==> config.mk <==
export PLATFORM = sky130hd
export DESIGN_NAME = pll_cfg_stage
export DESIGN_NICKNAME = d
export VERILOG_FILES = /design/src/rtl/pll_cfg_pkg.sv /design/src/rtl/pll_cfg_decode.sv /design/src/rtl/pll_cfg_commit.sv /design/src/rtl/pll_cfg_rng.sv /design/src/rtl/pll_cfg_mode.sv /design/src/rtl/pll_cfg_stage.sv
export SDC_FILE = /design/constraint.sdc
export NUM_CORES = 1
export LEC_CHECK = 0
export BUFFER_PORTS_ARGS = -buffer_cell sky130_fd_sc_hd__buf_2
export CAP_MARGIN = 20
export CORE_ASPECT_RATIO = 1.2
export CORE_MARGIN = 1.5
export CORE_UTILIZATION = 50
export DETAILED_ROUTE_END_ITERATION = 12
export PLACE_DENSITY_LB_ADDON = 0.05
export SKIP_LAST_GASP = 1
export SLEW_MARGIN = 20
export SYNTH_ARGS = -nofsm -noshare
export SYNTH_HDL_FRONTEND = slang
export SYNTH_SLANG_ARGS = --single-unit
==> constraint.sdc <==
create_clock -name clk -period 3.65 [get_ports clk]
set_clock_uncertainty 0.1 [all_clocks]
set_input_delay 0.73 -clock clk [delete_from_list [all_inputs] [get_ports clk]]
set_output_delay 0.73 -clock clk [all_outputs]
set_load 0.01 [all_outputs]
==> src/rtl/pll_cfg_pkg.sv <==
package pll_cfg_pkg;
  localparam int DATA_W    = 64;
  localparam int DIV1_LSB  = 0;
  localparam int DIV1_W    = 6;
  localparam int DIV2_LSB  = 6;
  localparam int DIV2_W    = 6;
  localparam int DIV3_LSB  = 12;
  localparam int DIV3_W    = 6;
  localparam int DIV4_LSB  = 18;
  localparam int DIV4_W    = 7;
  localparam int TSTA_BIT  = 25;
  localparam int TSTB_BIT  = 26;
  localparam int CHG_BIT   = 27;
  localparam int NUM_RNG   = 2;

  typedef enum logic {
    MODE_FUNC = 1'b0,
    MODE_TEST = 1'b1
  } op_mode_e;

  typedef struct packed {
    logic pll;
    logic rctl;
    logic rdata;
  } wr_strobe_t;
endpackage

==> src/rtl/pll_cfg_decode.sv <==
module pll_cfg_decode
  import pll_cfg_pkg::*;
#(
  parameter int ADDR_W = 8,
  parameter logic [ADDR_W-1:0] ADDR_PLL   = 'h00,
  parameter logic [ADDR_W-1:0] ADDR_RCTL  = 'h08,
  parameter logic [ADDR_W-1:0] ADDR_RDATA = 'h10
) (
  input  logic              beat,
  input  logic              is_write,
  input  logic [ADDR_W-1:0] addr,
  output wr_strobe_t        strobe
);
  logic wr_beat;

  assign wr_beat = beat && is_write;

  always_comb begin
    strobe = '0;
    if (wr_beat) begin
      unique case (addr)
        ADDR_PLL:   strobe.pll   = 1'b1;
        ADDR_RCTL:  strobe.rctl  = 1'b1;
        ADDR_RDATA: strobe.rdata = 1'b1;
        default:    strobe       = '0;
      endcase
    end
  end
endmodule

==> src/rtl/pll_cfg_commit.sv <==
module pll_cfg_commit
  import pll_cfg_pkg::*;
#(
  parameter logic [DATA_W-1:0] PLL_INIT = 64'h2041
) (
  input  logic              clk,
  input  logic              rst_n,
  input  logic              stage_we,
  input  logic [DATA_W-1:0] stage_wdata,
  input  logic              pll_rst_in,
  input  logic              bypass_en,
  input  logic [DIV2_W-1:0] bypass_div2,
  input  logic [DIV4_W-1:0] bypass_div4,
  output logic [DATA_W-1:0] stage_q,
  output logic [DATA_W-1:0] live_q
);
  logic              pll_rst_q;
  logic              commit;
  logic [DATA_W-1:0] commit_val;

  assign commit = pll_rst_in && !pll_rst_q;

  // Substitute divider fields when bypass is requested; the rest passes through.
  always_comb begin
    commit_val = stage_q;
    if (bypass_en) begin
      commit_val[DIV2_LSB +: DIV2_W] = bypass_div2;
      commit_val[DIV4_LSB +: DIV4_W] = bypass_div4;
    end
  end

  always_ff @(posedge clk or negedge rst_n) begin
    if (!rst_n) begin
      pll_rst_q <= 1'b0;
      stage_q   <= PLL_INIT;
      live_q    <= PLL_INIT;
    end else begin
      pll_rst_q <= pll_rst_in;
      if (stage_we) stage_q <= stage_wdata;
      if (commit)   live_q  <= commit_val;
    end
  end
endmodule

==> src/rtl/pll_cfg_rng.sv <==
module pll_cfg_rng
  import pll_cfg_pkg::*;
#(
  parameter int NREG = NUM_RNG,
  parameter int W    = DATA_W
) (
  input  logic            clk,
  input  logic            rst_n,
  input  logic [NREG-1:0] we,
  input  logic [W-1:0]    wdata,
  output logic [NREG*W-1:0] q_flat
);
  for (genvar i = 0; i < NREG; i++) begin : g_reg
    logic [W-1:0] q;
    always_ff @(posedge clk or negedge rst_n) begin
      if (!rst_n)     q <= '0;
      else if (we[i]) q <= wdata;
    end
    assign q_flat[i*W +: W] = q;
  end
endmodule

==> src/rtl/pll_cfg_mode.sv <==
module pll_cfg_mode
  import pll_cfg_pkg::*;
(
  input  logic [DATA_W-1:0] live,
  output op_mode_e          mode
);
  always_comb begin
    mode = MODE_FUNC;
    if (live[TSTA_BIT] || live[TSTB_BIT]) mode = MODE_TEST;
  end
endmodule

==> src/rtl/pll_cfg_stage.sv <==
module pll_cfg_stage
  import pll_cfg_pkg::*;
#(
  parameter int ADDR_W = 8,
  parameter logic [ADDR_W-1:0] ADDR_PLL   = 'h00,
  parameter logic [ADDR_W-1:0] ADDR_RCTL  = 'h08,
  parameter logic [ADDR_W-1:0] ADDR_RDATA = 'h10,
  parameter logic [63:0]       PLL_INIT   = 64'h2041
) (
  input  logic              clk,
  input  logic              rst_n,
  input  logic              req_valid,
  output logic              req_ready,
  input  logic              req_is_write,
  input  logic [ADDR_W-1:0] req_addr,
  input  logic [63:0]       req_data,
  input  logic              pll_rst_in,
  input  logic              bypass_en,
  input  logic [5:0]        bypass_div2,
  input  logic [6:0]        bypass_div4,
  output logic [63:0]       pll_stage,
  output logic [63:0]       pll_live,
  output logic [63:0]       rng_ctl,
  output logic [63:0]       rng_data,
  output logic              test_mode
);
  wr_strobe_t               strobe;
  logic [NUM_RNG*DATA_W-1:0] rng_flat;
  op_mode_e                 mode;
  logic                     beat;

  assign req_ready = rst_n;
  assign beat      = req_valid && req_ready;

  pll_cfg_decode #(
    .ADDR_W(ADDR_W), .ADDR_PLL(ADDR_PLL),
    .ADDR_RCTL(ADDR_RCTL), .ADDR_RDATA(ADDR_RDATA)
  ) u_decode (
    .beat(beat), .is_write(req_is_write), .addr(req_addr), .strobe(strobe)
  );

  pll_cfg_commit #(.PLL_INIT(PLL_INIT)) u_commit (
    .clk(clk), .rst_n(rst_n),
    .stage_we(strobe.pll), .stage_wdata(req_data),
    .pll_rst_in(pll_rst_in), .bypass_en(bypass_en),
    .bypass_div2(bypass_div2), .bypass_div4(bypass_div4),
    .stage_q(pll_stage), .live_q(pll_live)
  );

  pll_cfg_rng #(.NREG(NUM_RNG), .W(DATA_W)) u_rng (
    .clk(clk), .rst_n(rst_n),
    .we({strobe.rdata, strobe.rctl}), .wdata(req_data),
    .q_flat(rng_flat)
  );

  assign rng_ctl  = rng_flat[0 +: DATA_W];
  assign rng_data = rng_flat[DATA_W +: DATA_W];

  pll_cfg_mode u_mode (.live(pll_live), .mode(mode));

  assign test_mode = (mode == MODE_TEST);
endmodule

# == After elaboration in Yosys (flattened, before gate mapping) ==
# Index checks and enable logic that the tools add are counted.
# totals
reg_bits,257
latchBits,0
ramBits,0
romBits,0
inputBits,91
output_inout_bits,258
elab_cells,20
mem_count,0
# classes
addsub,0
multipliers,0
div_mod_pow,0
n_lt_le_gt_ge,0
n_eq_ne,2
shift,0
muxes,7
n_bitwise,0
reduce_logical,6
# ops
operator,count
$eq A8 B4 Y1 const B,1
$eq A8 B5 Y1 const B,1
$logic_not A8 Y1,1
$mux W7,1
$mux W6,1
$mux W1,4
$logic_and A1 B1 Y1,3
$mux W3,1
$logic_not A1 Y1,1
$logic_or A1 B1 Y1,1

# == Longest topological paths before layout ==
# depth
word_depth,3
mapped_depth,6
mapped_depth_nobuf,3

# == Hierarchy ==
# Synthesis repeated with hierarchy kept, for this count alone.
# hier_totals
hier_cells,617
area_unflattened_um2,10807.9
# by_module_without_submodules
mod,instances,cells_per_inst,area_per_inst_um2
pll_cfg_commit,1,337,5375.2
pll_cfg_rng,1,270,5357.6
pll_cfg_decode,1,7,55.1
pll_cfg_stage,1,2,13.8
pll_cfg_mode,1,1,6.3

# == Worst setup path before layout ==
# Ideal clock, no wire load.
# synth_path
path_kind,input port to flip-flop
from,input req_addr[1]
to,register u_commit.stage_q[3]
t_arrival_ns,2.489
required_time_ns,3.425
setup_slack_ns,0.936
cell_stages,4
path_buffers,1
cell_sequence,or4b_4 nor4_4 buf_4 mux2_2
# synth_via
elab_chain_len,3
# synth_rtl
element,line,source
from (decl),pll_cfg_stage.sv:15,"input logic [ADDR_W-1:0] req_addr,"
$logic_not A8 Y1,pll_cfg_decode.sv:21,unique case (addr)
$mux W1,pll_cfg_decode.sv:21,
$mux W3,pll_cfg_decode.sv:20,if (wr_beat) begin
to (signal assigned),pll_cfg_commit.sv:39,if (stage_we) stage_q <= stage_wdata;
to (decl),pll_cfg_commit.sv:14,"output logic [DATA_W-1:0] stage_q,"
# Every way passes these cells.
# A chain may end at the register's enable or synchronous reset.

# == Worst setup path in the final report ==
# layout_path
from,input rst_n
to,output req_ready
# layout_rtl
element,line,source
from (decl),pll_cfg_stage.sv:11,"input logic rst_n,"
to (decl),pll_cfg_stage.sv:13,"output logic req_ready,"
# No word-level cell between the ends.

==> flow_metrics.tcl <==
set metrics [dict create \
    max_freq_ghz 0.3844 \
    initial_utilization_pct 51.20 \
    cpMaxStageDelayCell "buf_12" \
    relSlewSlack_pct 40.75 \
    routedWlPerCell_um 20.02 \
    finalNetCount 1026 \
    synth_largest_area_cell "dfrtp_1" \
    grt_overflow 0 \
    dp_hpwl_um 16730 \
    arrival_ps 1770 \
    critPathKind "input pin to primary output" \
    rsz0062_at_grt "no" \
    dr_total_vias 6234 \
    min_period_ps 2601 \
    ys_types 23 \
    clkLatencyLatePin_ps 520 \
    post_cts_resized 0 \
    drtAntennaViolNets 0 \
    synth.net_count 722 \
    final-hold-violation-count 0 \
    place.port_buffers 348 \
    cp_max_fo 169 \
    critPathBufInv 3 \
    die_height_um 161.0 \
    ys_top_cells_by_area "dfrtp_1 (60%), mux2_2 (19%), mux2_4 (8.7%), buf_4 (3.8%), dfstp_2 (1.5%)" \
    die_w_um 134.7 \
    tightest_slew_ps 888.8 \
    grt_max_degree 170 \
    postSynthCellCount 631 \
    ctsHoldBuffers 0 \
    critPathCaptureType "primary output" \
    maxCapViolCount 0 \
    p_per_area_mw_per_mm2 488.0 \
    slowest_delay_ps 610 \
    grt_pass1_wl_um 38070 \
    setup-tns-final_ps 0 \
    clk_pin_slew_ps 60 \
    final_layout_size_suffix_gt1_share_pct 68.10 \
    wirelength_um 24500 \
    ir_drop_uv 372.6 \
    place_area_sq_mm 0.01195 \
    netlist.area_leader.share_pct 60.36 \
    clockRootBuffer "clkbuf_16" \
    grt_pass1_vias 6729 \
    yosysSeqAreaShare_pct 61.87 \
    clock_sinks 257 \
    mostFrequentLayoutCell "buf_2" \
    power_leakage_nw 7.575 \
    core_sq_mm 0.02033 \
    drc 0 \
    start_kind "input pin" \
    cts_tree "yes" \
    required_ps 2820 \
    drt_first_pass_iters 4 \
    power_mw 6.330 \
    num_rows 57 \
    design_area_sq_mm 0.01297 \
    numCtsBuffers 27 \
    yosys_warnings 0 \
    syn2layout_area_growth_pct 24.64 \
    clockBufferDepth 3 \
    finalSetupViolCount 0 \
    hp-class "input pin to flop" \
    status "completed" \
    cp_top_family "buffers and inverters" \
    synth-seq-cells 257 \
    syn_avg_cell_area_sq_um 16.49 \
    antenna_found_initial 4 \
    min_period_over_period_pct 71.27 \
    place.gp.congestion 0.7988 \
    grt_usage_pct 22.52 \
    crit_chain "buf_8, buf_12, buf_2" \
    viasPerCell 5.093 \
    htree_num_levels 1 \
    ios 349 \
    mostFrequentLayoutCells "buf_2 (347), dfrtp_1 (251), mux2_2 (173), mux2_4 (60), clkbuf_16 (27)" \
    syn-cell-area_sq_mm 0.01041 \
    postCtsSetupBuffers 0 \
    drt_iter0_drc 207 \
    die-area_sq_mm 0.02169 \
    finalMaxSlewViolations 0 \
]
## synth_stat cells (all sizes together)
master and count:
buf 73, mux2 243, nor4 2, clkbuf 9
or2 1, nor2 13, mux2i 13, a21oi 13
inv 1, or4 2, or4b 2, dfrtp 251
dfstp 6, nor2b 1, nand2 1
## where the power goes
group	internal [mW]	switching (mW)
Sequential	2.91	0.0337
Clock	1.91	1.13
Combinational	0.144	0.198
Total	4.96	1.36
## sequential cells by signal, indices dropped and copies added, names as in the netlist
| name | cells |
|---|---|
| u_commit.live_q | 64 |
| u_commit.pll_rst_q | 1 |
| u_commit.stage_q | 64 |
| u_rng.g.q | 128 |
## stage by stage
stage / worst slack, ps / utilization (%) / cells / hold slack, ps
5_1_grt: 893.3 / 63.81 / 1224 / 231.8
4_1_cts: 999.6 / 63.75 / 1221 / 216.9
6_report: 1049 / 63.81 / 1224 / 240.3
3_5_place_dp: 743.8 / 58.77 / 1171 / 374.3
2_1_floorplan: 935.8 / - / 631 / 334.4
3_3_place_gp: 788.7 / 58.77 / 1171 / 367.4
## metal layers
layer | global-route usage [%] | vias up | part of all wire (%)
met1 | 27.77 | 3198 | 39
met5 | 0 | - | 0.037
met4 | 6.598 | 2 | 2.4
met2 | 39.42 | 233 | 51
li1 | - | 2766 | -
met3 | 5.304 | 35 | 7.2
## worst paths after layout
check / startpoint / end / slack, ps / cells past startpoint
min reg2reg: u_rng.g_reg[1].q[28]$_DFFE_PN0P_ / u_rng.g_reg[1].q[28]$_DFFE_PN0P_ / 380 / 1
min: pll_rst_in / u_commit.pll_rst_q$_DFF_PN0_ / 240 / 1
min in group asynchronous: rst_n / u_commit.pll_rst_q$_DFF_PN0_ / 290 / 2
max in group asynchronous: rst_n / u_rng.g_reg[0].q[11]$_DFFE_PN0P_ / 1830 / 3
max reg2reg: u_commit.pll_rst_q$_DFF_PN0_ / u_commit.live_q[38]$_DFFE_PN0P_ / 1980 / 3
max: rst_n / req_ready / 1050 / 3
## area by class of cell
class	instances	area [sq um]
Inverter	1	3.754
Sequential cell	257	6439
Timing Repair Buffer	357	1861
Tap cell	265	331.6
Clock buffer	34	762.0
Antenna cell	3	7.507
Fill cell	1592	7356
Clock inverter	16	251.5
Multi-Input combinational cell	291	3314
## kinds of logic after synthesis
logic type | after synthesis | synth area share (%)
AO/OA/AOI/OAI | 13 | 0.6252
buffers and inverters | 83 | 6.348
flip-flops | 257 | 61.87
multiplexers | 256 | 29.71
AND/OR/NAND/NOR | 22 | 1.443
No activity file was read; power rests on OpenSTA's default activity.
